--- src/rtl/lct_pkg.sv ---
package lct_pkg;
  localparam logic [11:0] OFS_CTRL  = 12'h0F0;
  localparam logic [11:0] OFS_ENTRY = 12'h320;
  localparam logic [11:0] OFS_START = 12'h380;
  localparam logic [11:0] OFS_CUR   = 12'h390;
  localparam logic [11:0] OFS_DIV   = 12'h3E0;

  localparam int MAX_EXP = 7;
  localparam int PRE_W   = MAX_EXP;

  typedef struct packed {
    logic loadCount;
    logic clearPend;
    logic deliver;
  } ctlStrobe_t;

  function automatic logic [7:0] divMinusOne(input logic [3:0] code);
    logic [2:0] expo;
    expo = {code[3], code[1:0]} + 3'd1;
    return (8'd1 << expo) - 8'd1;
  endfunction
endpackage

--- src/rtl/lct_ctrl.sv ---
module lct_ctrl
  import lct_pkg::*;
#(
  parameter int DATA_W = 32,
  parameter int VEC_W  = 8
) (
  input  logic              clk,
  input  logic              rstN,
  input  logic              hwEnable,
  input  logic [11:0]       regAddr,
  input  logic              wrEn,
  input  logic [DATA_W-1:0] wrData,
  output logic [DATA_W-1:0] rdData,
  input  logic              irqAck,
  output logic              irqReq,
  output logic [VEC_W-1:0]  irqVector,
  input  logic [DATA_W-1:0] curCount,
  input  logic              pendNonZero,
  output ctlStrobe_t        strobe,
  output logic [DATA_W-1:0] startValue,
  output logic              periodic,
  output logic [7:0]        divM1
);
  logic             swEn;
  logic             entMask;
  logic [VEC_W-1:0] entVec;
  logic [3:0]       divCode;

  logic wrCtrl, wrEntry, wrStart, wrDiv;
  assign wrCtrl  = wrEn && (regAddr == OFS_CTRL);
  assign wrEntry = wrEn && (regAddr == OFS_ENTRY);
  assign wrStart = wrEn && (regAddr == OFS_START);
  assign wrDiv   = wrEn && (regAddr == OFS_DIV);

  always_ff @(posedge clk) begin
    if (!rstN) begin
      swEn       <= 1'b0;
      entMask    <= 1'b1;
      entVec     <= '0;
      periodic   <= 1'b0;
      startValue <= '0;
      divCode    <= '0;
    end else begin
      if (wrCtrl) begin
        swEn <= wrData[8];
        if (!wrData[8]) entMask <= 1'b1;
      end
      if (wrEntry) begin
        entVec   <= wrData[VEC_W-1:0];
        entMask  <= wrData[16] | ~swEn;
        periodic <= wrData[17];
      end
      if (wrStart) startValue <= wrData;
      if (wrDiv)   divCode    <= wrData[3:0];
    end
  end

  assign divM1     = divMinusOne(divCode);
  assign irqReq    = pendNonZero && !entMask && hwEnable;
  assign irqVector = entVec;

  always_comb begin
    strobe.loadCount = wrStart;
    strobe.clearPend = wrCtrl && !wrData[8];
    strobe.deliver   = irqReq && irqAck;
  end

  always_comb begin
    rdData = '0;
    case (regAddr)
      OFS_CTRL:  rdData[8] = swEn;
      OFS_ENTRY: begin
        rdData[VEC_W-1:0] = entVec;
        rdData[16]        = entMask;
        rdData[17]        = periodic;
      end
      OFS_START: rdData = startValue;
      OFS_CUR:   rdData = curCount;
      OFS_DIV:   rdData[3:0] = divCode;
      default:   rdData = '0;
    endcase
  end


  sw_mask_chk: assert property (@(posedge clk) disable iff (!rstN)
    !swEn |-> entMask);


  forced_mask_chk: assert property (@(posedge clk) disable iff (!rstN)
    (wrEntry && !swEn) |=> entMask);
endmodule

--- src/rtl/lct_datapath.sv ---
module lct_datapath
  import lct_pkg::*;
#(
  parameter int DATA_W = 32,
  parameter int PEND_W = 2
) (
  input  logic              clk,
  input  logic              rstN,
  input  ctlStrobe_t        strobe,
  input  logic [DATA_W-1:0] loadValue,
  input  logic [DATA_W-1:0] startValue,
  input  logic              periodic,
  input  logic [7:0]        divM1,
  output logic [DATA_W-1:0] curCount,
  output logic              pendNonZero
);
  localparam logic [PEND_W-1:0] PEND_MAX = {PEND_W{1'b1}};

  logic [PRE_W-1:0]  pre;
  logic [PEND_W-1:0] pendCnt;
  logic running, tick, expire;

  assign running = (curCount != '0);
  assign tick    = running && ({1'b0, pre} >= divM1);
  assign expire  = tick && (curCount == DATA_W'(1));

  always_ff @(posedge clk) begin
    if (!rstN) begin
      curCount <= '0;
      pre      <= '0;
    end else if (strobe.loadCount) begin
      curCount <= loadValue;
      pre      <= '0;
    end else if (running) begin
      if (tick) begin
        pre <= '0;
        if (expire) curCount <= periodic ? startValue : '0;
        else        curCount <= curCount - DATA_W'(1);
      end else begin
        pre <= pre + PRE_W'(1);
      end
    end
  end

  always_ff @(posedge clk) begin
    if (!rstN || strobe.loadCount || strobe.clearPend) begin
      pendCnt <= '0;
    end else begin
      case ({expire, strobe.deliver})
        2'b10:   if (pendCnt != PEND_MAX) pendCnt <= pendCnt + PEND_W'(1);
        2'b01:   pendCnt <= pendCnt - PEND_W'(1);
        default: pendCnt <= pendCnt;
      endcase
    end
  end

  assign pendNonZero = (pendCnt != '0);


  load_clear_chk: assert property (@(posedge clk) disable iff (!rstN)
    strobe.loadCount |=> (pendCnt == '0) && (curCount == $past(loadValue)));


  oneshot_stop_chk: assert property (@(posedge clk) disable iff (!rstN)
    (expire && !periodic && !strobe.loadCount) |=> curCount == '0);


  reload_chk: assert property (@(posedge clk) disable iff (!rstN)
    (expire && periodic && !strobe.loadCount) |=> curCount == $past(startValue));


  deliver_dec_chk: assert property (@(posedge clk) disable iff (!rstN)
    (strobe.deliver && !expire && !strobe.loadCount && !strobe.clearPend)
      |=> pendCnt == $past(pendCnt) - PEND_W'(1));


  zero_idle_chk: assert property (@(posedge clk) disable iff (!rstN)
    (curCount == '0 && !strobe.loadCount) |=> curCount == '0);
endmodule

--- src/rtl/lct_timer.sv ---
module lct_timer
  import lct_pkg::*;
#(
  parameter int DATA_W = 32,
  parameter int VEC_W  = 8,
  parameter int PEND_W = 2
) (
  input  logic              clk,
  input  logic              rstN,
  input  logic              hwEnable,
  input  logic [11:0]       regAddr,
  input  logic              wrEn,
  input  logic [DATA_W-1:0] wrData,
  output logic [DATA_W-1:0] rdData,
  input  logic              irqAck,
  output logic              irqReq,
  output logic [VEC_W-1:0]  irqVector
);
  ctlStrobe_t        strobe;
  logic [DATA_W-1:0] curCount, startValue;
  logic              pendNonZero, periodic;
  logic [7:0]        divM1;

  lct_ctrl #(.DATA_W(DATA_W), .VEC_W(VEC_W)) ctrl_i (
    .clk(clk), .rstN(rstN), .hwEnable(hwEnable), .regAddr(regAddr),
    .wrEn(wrEn), .wrData(wrData), .rdData(rdData), .irqAck(irqAck),
    .irqReq(irqReq), .irqVector(irqVector), .curCount(curCount),
    .pendNonZero(pendNonZero), .strobe(strobe), .startValue(startValue),
    .periodic(periodic), .divM1(divM1)
  );

  lct_datapath #(.DATA_W(DATA_W), .PEND_W(PEND_W)) dp_i (
    .clk(clk), .rstN(rstN), .strobe(strobe), .loadValue(wrData),
    .startValue(startValue), .periodic(periodic), .divM1(divM1),
    .curCount(curCount), .pendNonZero(pendNonZero)
  );
endmodule

--- config.mk ---
export PLATFORM = sky130hd
export DESIGN_NAME = lct_timer
export DESIGN_NICKNAME = d
export VERILOG_FILES = /design/src/rtl/lct_pkg.sv /design/src/rtl/lct_ctrl.sv /design/src/rtl/lct_datapath.sv /design/src/rtl/lct_timer.sv
export SDC_FILE = /design/constraint.sdc
export NUM_CORES = 1
export LEC_CHECK = 0
export BUFFER_PORTS_ARGS = -buffer_cell sky130_fd_sc_hd__buf_2
export CAP_MARGIN = 20
export CORE_ASPECT_RATIO = 2
export CORE_MARGIN = 3
export CORE_UTILIZATION = 61
export CTS_BUF_LIST = sky130_fd_sc_hd__clkbuf_16
export DETAILED_ROUTE_END_ITERATION = 7
export PLACE_DENSITY = 0.86
export SLEW_MARGIN = 20
export SYNTH_ARGS = -nofsm -noshare
export SYNTH_HDL_FRONTEND = slang
export SYNTH_SLANG_ARGS = --single-unit
--- constraint.sdc ---
create_clock -name clk -period 5.2 [get_ports clk]
set_input_delay 0 -clock clk [delete_from_list [all_inputs] [get_ports clk]]
set_output_delay 0 -clock clk [all_outputs]
set_load 0.1 [all_outputs]
# ---- Yosys cells after proc, flatten, opt, wreduce, memory -nomap -nowiden
# Index checks and enable logic that the tools add are counted.
# Widths: inputs -> output; s select.
dict set report totals {
  regBits 88
  in_bits 49
  out_inout_bits 41
  word_cells 73
}
dict set report classes {
  n_addsub 6
  magnitude_cmp 1
  n_eq_ne 11
  shift 1
  muxes 17
  n_bitwise 3
  reduce_logical 25
}
# cell count
set ops {}
lappend ops {{$mux 32} 5}
lappend ops {{$eq 12x10->1 const B} 4}
lappend ops {{$eq 32x1->1 const B} 1}
lappend ops {{$reduce_bool 32->1} 1}
lappend ops {{$sub 32x1->32 const B} 1}
lappend ops {{$pmux 14 s2} 1}
lappend ops {{$pmux 4 s4} 1}
lappend ops {{$pmux 7 s2} 1}
lappend ops {{$eq 12x8->1 const B} 1}
lappend ops {{$pmux 4 s3} 1}
lappend ops {{$logic_and 1x1->1} 10}
lappend ops {{$reduce_bool 2->1} 5}
lappend ops {{$ge 7x8->1} 1}
lappend ops {{$shl 1x3->8 const A} 1}
lappend ops {{$sub 8x1->8 const B} 1}
lappend ops {{$add 7x1->7 const B} 1}
lappend ops {{$mux 7} 1}
lappend ops {{$pmux 2 s3} 1}
lappend ops {{$reduce_and 2->1} 3}
lappend ops {{$ne 2x1->1 const B} 2}
lappend ops {{$pmux 2 s2} 1}
lappend ops {{$add 3x1->3 const B} 1}
lappend ops {{$logic_not 1->1} 3}
lappend ops {{$mux 1} 3}
lappend ops {{11 further kinds} 13}

# ---- Depth between registers and ports, before layout
# Gate-level depths: netlist (run 1).
dict set report depth {
  depth_word 10
  depth_mapped 18
  depth_no_buf 15
}

# ---- Hierarchy
# Synthesis (run 1) repeated with hierarchy kept, for this count alone.
dict set report hier_totals {
  cells_unflattened 733
  area_unflattened_um2 5771.8
}
# mod instances cells_per_inst area_per_inst_um2 seq_area_each_um2
set modules_own_cells {}
lappend modules_own_cells {lct_datapath 1 434 3279.4 820.8}
lappend modules_own_cells {lct_ctrl 1 299 2492.4 940.9}

# ---- Worst setup path after synthesis (run 1)
# Ideal clock, no wire load.
dict set report synth_path {
  kind {register to register}
  start {register dp_i.pendCnt[0]}
  end {register dp_i.pendCnt[0]}
  setup_time_ns 0.086
  arrival_ns 3.493
  required_time_ns 5.114
  path_slack_ns 1.622
  stages_incl_launch_ff 7
  n_path_buf 0
  period_less_slack_ns 3.578
  path_cell_list {dfxtp_1 > nor2_1 > nor3b_1 > nand2_1 > and3_1 > a21o_1 > a211oi_1}
}
dict set report synth_via {
  elab_chain_len 7
  elab_cells_between_ends 14
  cone_classes {add/sub (2); eq/ne (4); mux (2); reduce/logical (6)}
}
# item line
set synth_rtl {}
lappend synth_rtl {{start, declared} lct_datapath.sv:20} ;# logic [PEND_W-1:0] pendCnt;
lappend synth_rtl {{start signal, assigned} lct_datapath.sv:50} ;# 2'b10: if (pendCnt != PEND_MAX) pendCnt <= pendCnt + PEND_W'(1);
lappend synth_rtl {{start signal, assigned} lct_datapath.sv:51} ;# 2'b01: pendCnt <= pendCnt - PEND_W'(1);
lappend synth_rtl {{start signal, assigned} lct_datapath.sv:52} ;# default: pendCnt <= pendCnt;
lappend synth_rtl {{$reduce_bool 2->1 (*)} lct_datapath.sv:57} ;# assign pendNonZero = (pendCnt != '0);
lappend synth_rtl {{$logic_and 1x1->1 (*) (2 in series)} lct_ctrl.sv:59} ;# assign irqReq = pendNonZero && !entMask && hwEnable;
lappend synth_rtl {{net irqReq} lct_timer.sv:16} ;# output logic irqReq,
lappend synth_rtl {{$logic_and 1x1->1 (*)} lct_ctrl.sv:65} ;# strobe.deliver = irqReq && irqAck;
lappend synth_rtl {{$eq 2x2->1 or $eq 2x1->1 (tied branches)} lct_datapath.sv:49} ;# case ({expire, strobe.deliver})
lappend synth_rtl {{$ne 2x1->1 (no source line) or $reduce_bool 2->1 (tied branches)} n/a}
lappend synth_rtl {{$reduce_and 2->1 (no source line)} n/a}
# Mark *: on every way through the listed nets, which the timed path passes. The rest lies on a longest branch. The select of a mux whose other input is x is not followed.
# A chain may end at the register's enable or synchronous reset.

# ---- Final worst setup path (run 1)
dict set report layout_path {
  start {register ctrl_i.divCode[3]}
  end {register dp_i.curCount[10]}
}
dict set report layout_via {
  elab_chain_len 10
  elab_cells_between_ends 12
  cone_classes {add/sub (2); order compare (1); shift (1); mux (4); reduce/logical (4)}
}
# item line
set layout_rtl {}
lappend layout_rtl {{start, declared} lct_ctrl.sv:27} ;# logic [3:0] divCode;
lappend layout_rtl {{start signal, assigned} lct_ctrl.sv:54} ;# if (wrDiv) divCode <= wrData[3:0];
lappend layout_rtl {{$add 3x1->3 (*)} lct_pkg.sv:19} ;# expo = {code[3], code[1:0]} + 3'd1;
lappend layout_rtl {{$shl 1x3->8 (*)} lct_pkg.sv:20} ;# return (8'd1 << expo) - 8'd1;
lappend layout_rtl {{$sub 8x1->8 (*)} lct_pkg.sv:20}
lappend layout_rtl {{$ge 7x8->1 (*)} lct_datapath.sv:24} ;# assign tick = running && ({1'b0, pre} >= divM1);
lappend layout_rtl {{$logic_and 1x1->1 (*)} lct_datapath.sv:24}
lappend layout_rtl {{$logic_and 1x1->1} lct_datapath.sv:25} ;# assign expire = tick && (curCount == DATA_W'(1));
lappend layout_rtl {{$mux 32} lct_datapath.sv:37} ;# if (expire) curCount <= periodic ? startValue : '0;
lappend layout_rtl {{$mux 32} lct_datapath.sv:35} ;# if (tick) begin
lappend layout_rtl {{$mux 32} lct_datapath.sv:34} ;# end else if (running) begin
lappend layout_rtl {{$mux 32} lct_datapath.sv:31} ;# end else if (strobe.loadCount) begin
lappend layout_rtl {{end signal, assigned} lct_datapath.sv:32} ;# curCount <= loadValue;
lappend layout_rtl {{end signal, assigned} lct_datapath.sv:37}
lappend layout_rtl {{end signal, assigned} lct_datapath.sv:38} ;# else curCount <= curCount - DATA_W'(1);
lappend layout_rtl {{end, declared} lct_datapath.sv:14} ;# output logic [DATA_W-1:0] curCount,
# Mark *: on every way between the ends. The rest lies on a longest branch, timed or not. The select of a mux whose other input is x is not followed.

==> reports/results.md, run 1 <==
| Item | Reported |
| --- | --- |
| Largest net degree at the start of global routing | 45 |
| Most used DFF post-synth | sky130_fd_sc_hd__dfxtp_1 |
| Effective utilization at floorplan | 0.636 |
| CTS tree | done |
| Highest ir drop seen on vdd | 0.299 mV |
| Worst endpoint required time | 5.41 ns |
| Detail-routed via count per cell | 6.74 |
| Inserted Diodes | 0 |
| Leading cell types by total area after synthesis | sky130_fd_sc_hd__dfxtp_1, sky130_fd_sc_hd__nand2_1, sky130_fd_sc_hd__a21oi_1 |
| Destination of the worst hold path | ctrl_i.swEn |
| Row count | 47 |
| Startpoint of the worst-slack reg-to-reg timing path | ctrl_i.divCode[3] |
| Async set-or-reset flop fraction in the synthesized netlist | 0 |
| Cts hold-fix bufs | 32 |
| Cell with the most instances after synthesis | sky130_fd_sc_hd__nand2_1 |
| Largest area contributor in the netlist | sky130_fd_sc_hd__dfxtp_1 |
| Antenna violations before repair | 0 |
| NumNets Final | 867 |
| Max Clock Freq | 260 MHz |
| Post-synthesis instance total | 711 |
| Clock tree root driver cell | sky130_fd_sc_hd__clkbuf_16 |
| Worst-margin pin slew | 1.13 ns |
| Total global routing track utilization | 0.369 |
| Clock slew at the register clock pins of the worst setup and hold paths | 0.06 ns |
| Postcts setup bufs | 0 |
| TNS Setup | 0 ns |
| Source of the worst hold timing path | regAddr[10] |
| CP Capture Type | register |
| Remaining DRCs | 0 |
| Delay of the slowest cell on the worst path | 0.64 ns |
| P_leak | 2.53 nW |
| Number of distinct standard cells referenced by the synthesized netlist | 62 |
| Count of instances resized after the clock tree is built | 0 |
| Worst min-delay path class | in2reg |
| Number of detailed-route iterations in the first pass | 6 |
| Proportion of layout cells with a drive suffix above 1 | 0.157 |
| Max clock buf depth | 2 |
| Number of global-route vias before repair | 5956 |
| Cells traversed along the worst timing path | inv_1 -> ha_1 -> nor2_1 -> a21oi_1 -> a31oi_1 -> nand2_1 -> ha_1 -> a2111oi_0 -> o21ai_0 -> nand3_1 -> nand2_1 -> o221ai_1 -> a31oi_1 |
| Slowest cell on crit path | sky130_fd_sc_hd__nand3_1 |
| Worst Hold Depth | 4 |
| Per-cell routed wire length | 20.0 microns |
| Final Wtd Congestion | 0.973 |
| Leading post-synthesis cells by instance count | sky130_fd_sc_hd__nand2_1, sky130_fd_sc_hd__dfxtp_1, sky130_fd_sc_hd__a21oi_1 |
| Setup repair after global routing missed its margin | false |
| Die extent in y | 138 microns |
| P per Cell Area | 435 mW/mm^2 |
| Critical path class | reg2reg |
| # H-tree levels | 3 |
| Kind of cell adding the most delay to the critical path | compound AO/OA/AOI/OAI gates |
| Insertion delay to the later sink of the worst-skew pair | 0.35 ns |
| Post-route clock skew | 0.00810 ns |
| Mapped Area | 0.00531 sq mm |
| First-pass GRT wire length | 28.6 mm |
| Residual antenna-violating net count after detailed routing | 0 |
| Setup Viol. Count Final | 0 |
| Syn_area_per_cell | 7.47 sq um |
| Total via count in the routed design | 6109 |
| Total CTS buffers | 9 |
| Horiz. Die Dim | 72.0 microns |
| Aggregate global routing overflow | 0 |
| Max Slew Vio Count | 0 |
| Sink Count | 88 |
| Core box area | 0.00835 sq mm |
| I/O pins | 90 |
| Port Buffers | 89 |
| Worst path buffer plus inverter count | 1 |
| Min Tclk post-route | 3.85 ns |
| Yosys warns | 0 |
| # Max-Cap Violations | 0 |
| Total Die Area | 0.00993 sq mm |
| Synth top area share | 0.332 |
| Final Instance Area | 0.00638 sq mm |
| Number of synthesized flops with an enable pin | 0 |
| Startpoint types | register |
| Post-synthesis register bit count | 88 |
| Area added between synthesis and finish | 20.2% |
| Reg2reg end | dp_i.curCount[10] |
| Worst Reg2Reg Path Length in Cells | 13 |
| Remaining max-slew budget at the tightest pin | 0.247 |
| Final worst-path cycle share | 0.740 |
| Maximum fanout along the worst path | 18 |
| Detailed-route wire length | 18.1 mm |
| Placement-stage cell area | 0.00574 sq mm |
| First DRT Iteration DRCs | 711 |
| Flop-to-flop setup slack | 1.35 ns |
| DP Wirelength | 12.2 mm |
| Outcome | completed |
| Net count after synthesis | 775 |
| Fin. Hold Viols | 0 |
| Critical path data arrival time | 4.06 ns |
| Proportion of synthesized chip area in sequential cells | 0.332 |
| Hold slack | 0.0137 ns |
==> through the flow <==
stage               setup WS (ns)  utilization  std cells  total power [W]
floorplan                    1.62            -        711          0.00174
global placement             1.77        0.687        858          0.00197
detailed placement           1.54        0.687        858          0.00201
CTS                          1.51        0.764        906          0.00274
global route                 1.16        0.764        906          0.00291
finish                       1.35        0.764        906          0.00278
==> cells by family (layout without fill, tap and decap cells) <==
kind of cell             after synthesis  after routing  synth area share
AND/OR/NAND/NOR                      297            297             0.276
flip-flops                            88             88             0.332
AO/OA/AOI/OAI                        221            221             0.266
XOR/XNOR                              22             22            0.0363
adder cells (fa/ha/maj)               15             15            0.0354
multiplexers                           2              2           0.00377
buffers and inverters                 66            163            0.0504
==> worst max-delay path by stage <==
stage / startpoint / slack, ns / cells past startpoint / to
floorplan: dp_i.pendCnt[0] / 1.62 / 6 / dp_i.pendCnt[0]
global placement: ctrl_i.divCode[3] / 1.77 / 13 / dp_i.curCount[23]
detailed placement: ctrl_i.divCode[3] / 1.54 / 14 / dp_i.curCount[24]
CTS: ctrl_i.divCode[3] / 1.51 / 14 / dp_i.curCount[24]
global route: ctrl_i.divCode[0] / 1.16 / 14 / dp_i.curCount[7]
finish: ctrl_i.divCode[3] / 1.35 / 13 / dp_i.curCount[10]
==> area by class of cell <==
type	count	area [sq um]
flip-flops and latches	88	1760
clock buffers	9	225
multi-input cells	557	3280
inverters	17	63.8
well taps	98	123
clock inverters	7	95.1
fillers	635	1970
repair buffers	130	833
==> sequential cells by signal, indices dropped and copies added, names as in the netlist <==
| register | flops |
|---|---|
| ctrl_i.divCode | 4 |
| ctrl_i.entMask | 1 |
| ctrl_i.irqVector | 8 |
| ctrl_i.periodic | 1 |
| ctrl_i.startValue | 32 |
| ctrl_i.swEn | 1 |
| dp_i.curCount | 32 |
| dp_i.pendCnt | 2 |
| dp_i.pre | 7 |
==> worst min-delay path, cell delays in order <==
cell                      delay [ns]
sky130_fd_sc_hd__buf_2          0.10
sky130_fd_sc_hd__nor4_1         0.07
sky130_fd_sc_hd__nand2_1        0.08
sky130_fd_sc_hd__a21oi_1        0.06
==> layer usage <==
| metal | up-vias | wire, microns | share of wire | track usage |
|---|---|---|---|---|
| met5 | - | 0 | 0 | 0 |
| met4 | 0 | 794 | 0.044 | 0.232 |
| met3 | 81 | 1520 | 0.084 | 0.0704 |
| met2 | 392 | 9500 | 0.52 | 0.652 |
| met1 | 2856 | 6300 | 0.35 | 0.393 |
| li1 | 2780 | - | - | - |
==> where the power goes <==
part / internal [W] / switching [W]
clock: 0.000422 / 0.000285
combinational: 0.000416 / 0.000757
sequential: 0.000758 / 0.000139
==> cell usage in the layout (no fill, tap or decap), types with 3 or more instances in the layout <==
cell type                       synthesis  routed
sky130_fd_sc_hd__xor2_1                14      14
sky130_fd_sc_hd__nor4_1                10      10
sky130_fd_sc_hd__dfxtp_1               88      88
sky130_fd_sc_hd__and2_1                 7       7
sky130_fd_sc_hd__nand3_1               23      23
sky130_fd_sc_hd__buf_4                  0       9
sky130_fd_sc_hd__buf_2                 10      89
sky130_fd_sc_hd__dlygate4sd3_1          0      32
sky130_fd_sc_hd__o31ai_1                5       5
sky130_fd_sc_hd__o221ai_1               5       5
sky130_fd_sc_hd__clkbuf_16              0       9
sky130_fd_sc_hd__nand2_1              140     140
sky130_fd_sc_hd__or4_1                  7       7
sky130_fd_sc_hd__xnor2_1                8       8
sky130_fd_sc_hd__o211ai_1               7       7
sky130_fd_sc_hd__o22ai_1                3       3
sky130_fd_sc_hd__a31oi_1               10      10
sky130_fd_sc_hd__inv_1                 16      16
sky130_fd_sc_hd__a221oi_1               6       6
sky130_fd_sc_hd__ha_1                  15      15
sky130_fd_sc_hd__a22o_1                22      22
sky130_fd_sc_hd__nor3_1                19      19
sky130_fd_sc_hd__a222oi_1               7       7
sky130_fd_sc_hd__nand4b_1               3       3
sky130_fd_sc_hd__nand4_1                8       8
sky130_fd_sc_hd__a21o_1                 3       3
sky130_fd_sc_hd__and3_1                 8       8
sky130_fd_sc_hd__nand2b_1               7       7
sky130_fd_sc_hd__nor2_1                42      42
sky130_fd_sc_hd__o21ai_0               49      49
sky130_fd_sc_hd__a211oi_1               4       4
sky130_fd_sc_hd__or4_4                  3       3
sky130_fd_sc_hd__a21oi_1               75      75
sky130_fd_sc_hd__a22oi_1                9       9
No activity file was read; power rests on OpenSTA's default activity.
==> inputs of run 2 (changes only) <==
Settings changed: CORE_UTILIZATION 61 to 51, PLACE_DENSITY 0.86 to 0.76.
Clock period 5.2 ns to 3.3 ns, I/O delays scaled along.
==> run 2 against run 1 <==
  * Total power up 65%
  * Sequential share of layout area shrank 1.1 points
  * Clock-buffer cell count is the same
  * Design area up 4.5%
==> reports/results.md, run 2 (synthesis results as in run 1) <==
| Item | Reported |
| --- | --- |
| NumNets Final | 885 |
| Fin. Hold Viols | 0 |
| Highest ir drop seen on vdd | 0.493 mV |
| Min Tclk post-route | 3.07 ns |
| Total global routing track utilization | 0.306 |
| Max Clock Freq | 326 MHz |
| Worst Hold Depth | 4 |
| Total Die Area | 0.0117 sq mm |
| Aggregate global routing overflow | 0 |
| Horiz. Die Dim | 78.1 microns |
| Power share of the combinational group | 0.468 |
| Source of the worst hold timing path | regAddr[11] |
| Final Total Pwr | 0.00458 W |
| Max Slew Vio Count | 0 |
| Sink Count | 88 |
| Remaining DRCs | 0 |
| Final Wtd Congestion | 0.971 |
| Leading cell type in the layout, fill and taps excluded | sky130_fd_sc_hd__nand2_1 |
| Worst endpoint required time | 3.56 ns |
| Outcome | completed |
| Critical path data arrival time | 3.33 ns |
| Worst-margin pin slew | 0.652 ns |
| Final Instance Area | 0.00667 sq mm |
| Setup Viol. Count Final | 0 |
| Insertion delay to the later sink of the worst-skew pair | 0.34 ns |
| Max clock buf depth | 2 |
| Core box area | 0.0101 sq mm |
| Residual antenna-violating net count after detailed routing | 0 |
| Total CTS buffers | 9 |
| Clock network power share | 0.225 |
| # H-tree levels | 3 |
| Worst Reg2Reg Path Length in Cells | 15 |
| Setup repair after global routing missed its margin | false |
| Inserted Diodes | 0 |
| Sequential Power Share | 0.307 |
| First-pass GRT wire length | 28.7 mm |
| Int Pwr | 0.00265 W |
| CP Capture Type | register |
| Flop-to-flop setup slack | 0.23 ns |
| P_leak | 2.63 nW |
| Sw power | 0.00193 W |
| Maximum fanout along the worst path | 12 |
| Antenna violations before repair | 0 |
| DP Wirelength | 12.7 mm |
| Area added between synthesis and finish | 25.6% |
| Destination of the worst hold path | ctrl_i.swEn |
| Row count | 52 |
| Detailed-route wire length | 18.2 mm |
| Clock tree root driver cell | sky130_fd_sc_hd__clkbuf_16 |
| Proportion of layout cells with a drive suffix above 1 | 0.184 |
| Fraction of power spent switching nets | 0.421 |
| Largest net degree at the start of global routing | 52 |
| Most frequent cells in the layout | sky130_fd_sc_hd__nand2_1, sky130_fd_sc_hd__dfxtp_1, sky130_fd_sc_hd__buf_2 |
| Critical path class | reg2reg |
| Port Buffers | 89 |
| Die extent in y | 150 microns |
| Detail-routed via count per cell | 6.30 |
| Number of global-route vias before repair | 5950 |
| Post-Route Utilization | 0.657 |
| CTS tree | done |
| Placement-stage cell area | 0.00602 sq mm |
| Clock slew at the register clock pins of the worst setup and hold paths | 0.07 ns |
| Startpoint types | register |
| Post-route clock skew | 0.0109 ns |
| First DRT Iteration DRCs | 614 |
| Reg2reg end | dp_i.curCount[26] |
| Total via count in the routed design | 6046 |
| P per Cell Area | 686 mW/mm^2 |
| Per-cell routed wire length | 18.9 microns |
| Effective utilization at floorplan | 0.523 |
| Worst min-delay path class | in2reg |
| Number of detailed-route iterations in the first pass | 6 |
| Startpoint of the worst-slack reg-to-reg timing path | ctrl_i.divCode[3] |
| Remaining max-slew budget at the tightest pin | 0.563 |
| Final worst-path cycle share | 0.930 |
| I/O pins | 90 |
| # Max-Cap Violations | 0 |
## run 2: layout make-up
class                   count  area, sq um
clock inverters             6         68.8
clock buffers               9          225
well taps                 135          169
repair buffers            148         1070
multi-input cells         557         3310
flip-flops and latches     88         1770
fillers                   887         3480
inverters                  17         63.8
## run 2: stage by stage
step	setup TNS, ns	hold WS [ns]	cells	setup WS [ns]
CTS	0	0.0201	959	0.107
global placement	0	0.217	912	0.00606
finish	0	0.0307	960	0.231
floorplan	0	0.109	711	0.233
global route	0	0.0533	960	0.00803
detailed placement	-0.148	0.232	912	-0.0673
## run 2: metal layers
metal / share of wire / GRT usage / vias to the layer above / routed length (microns)
met4: 0.039 / 0.162 / 0 / 707
met3: 0.068 / 0.0425 / 57 / 1230
met5: 0 / 0 / - / 0
met2: 0.54 / 0.568 / 293 / 9740
li1: - / - / 2819 / -
met1: 0.36 / 0.329 / 2877 / 6490
## run 2: power groups by stage
stage / registers [W] / clock network, W / logic, W
3_5_place_dp: 0.00142 / 0 / 0.00201
6_report: 0.00141 / 0.00103 / 0.00214
5_1_grt: 0.00142 / 0.00107 / 0.00232
2_1_floorplan: 0.00135 / 0 / 0.00140
4_1_cts: 0.00140 / 0.00103 / 0.00206
3_3_place_gp: 0.00142 / 0 / 0.00197
## run 2: worst max-delay path, stage by stage, from the launching register on
cell and delay, ns:
sky130_fd_sc_hd__dfxtp_1 0.34, sky130_fd_sc_hd__inv_1 0.17, sky130_fd_sc_hd__nand2_1 0.08, sky130_fd_sc_hd__ha_1 0.26, sky130_fd_sc_hd__nor2_1 0.13, sky130_fd_sc_hd__a21oi_1 0.06, sky130_fd_sc_hd__nor2_1 0.12, sky130_fd_sc_hd__a31oi_1 0.06
sky130_fd_sc_hd__ha_1 0.31, sky130_fd_sc_hd__o211ai_1 0.10, sky130_fd_sc_hd__nand2_1 0.07, sky130_fd_sc_hd__o311a_1 0.26, sky130_fd_sc_hd__nand3_1 0.19, sky130_fd_sc_hd__buf_12 0.20, sky130_fd_sc_hd__or4_1 0.46, sky130_fd_sc_hd__a31oi_1 0.17
## run 2: how the worst max path moves through the flow
stage,startpoint,endpoint,slack (ns),depth (start not counted)
after CTS,ctrl_i.divCode[1],dp_i.pendCnt[0],0.11,13
after floorplan,ctrl_i.divCode[1],dp_i.curCount[12],0.23,15
after detailed placement,ctrl_i.divCode[1],dp_i.pendCnt[0],-0.07,13
after global routing,ctrl_i.divCode[3],dp_i.curCount[20],0.008,13
final,ctrl_i.divCode[3],dp_i.curCount[26],0.23,15
after global placement,ctrl_i.divCode[1],dp_i.curCount[20],0.006,13
## run 2: what timing repair did
action,4_1_cts,5_1_grt
hold buffers,32,0
setup endpoints to repair,8,19
gates cloned,0,0
resized for setup,2,9
buffers inserted,0,1
hold endpoints to repair,73,0
pin swaps,0,0
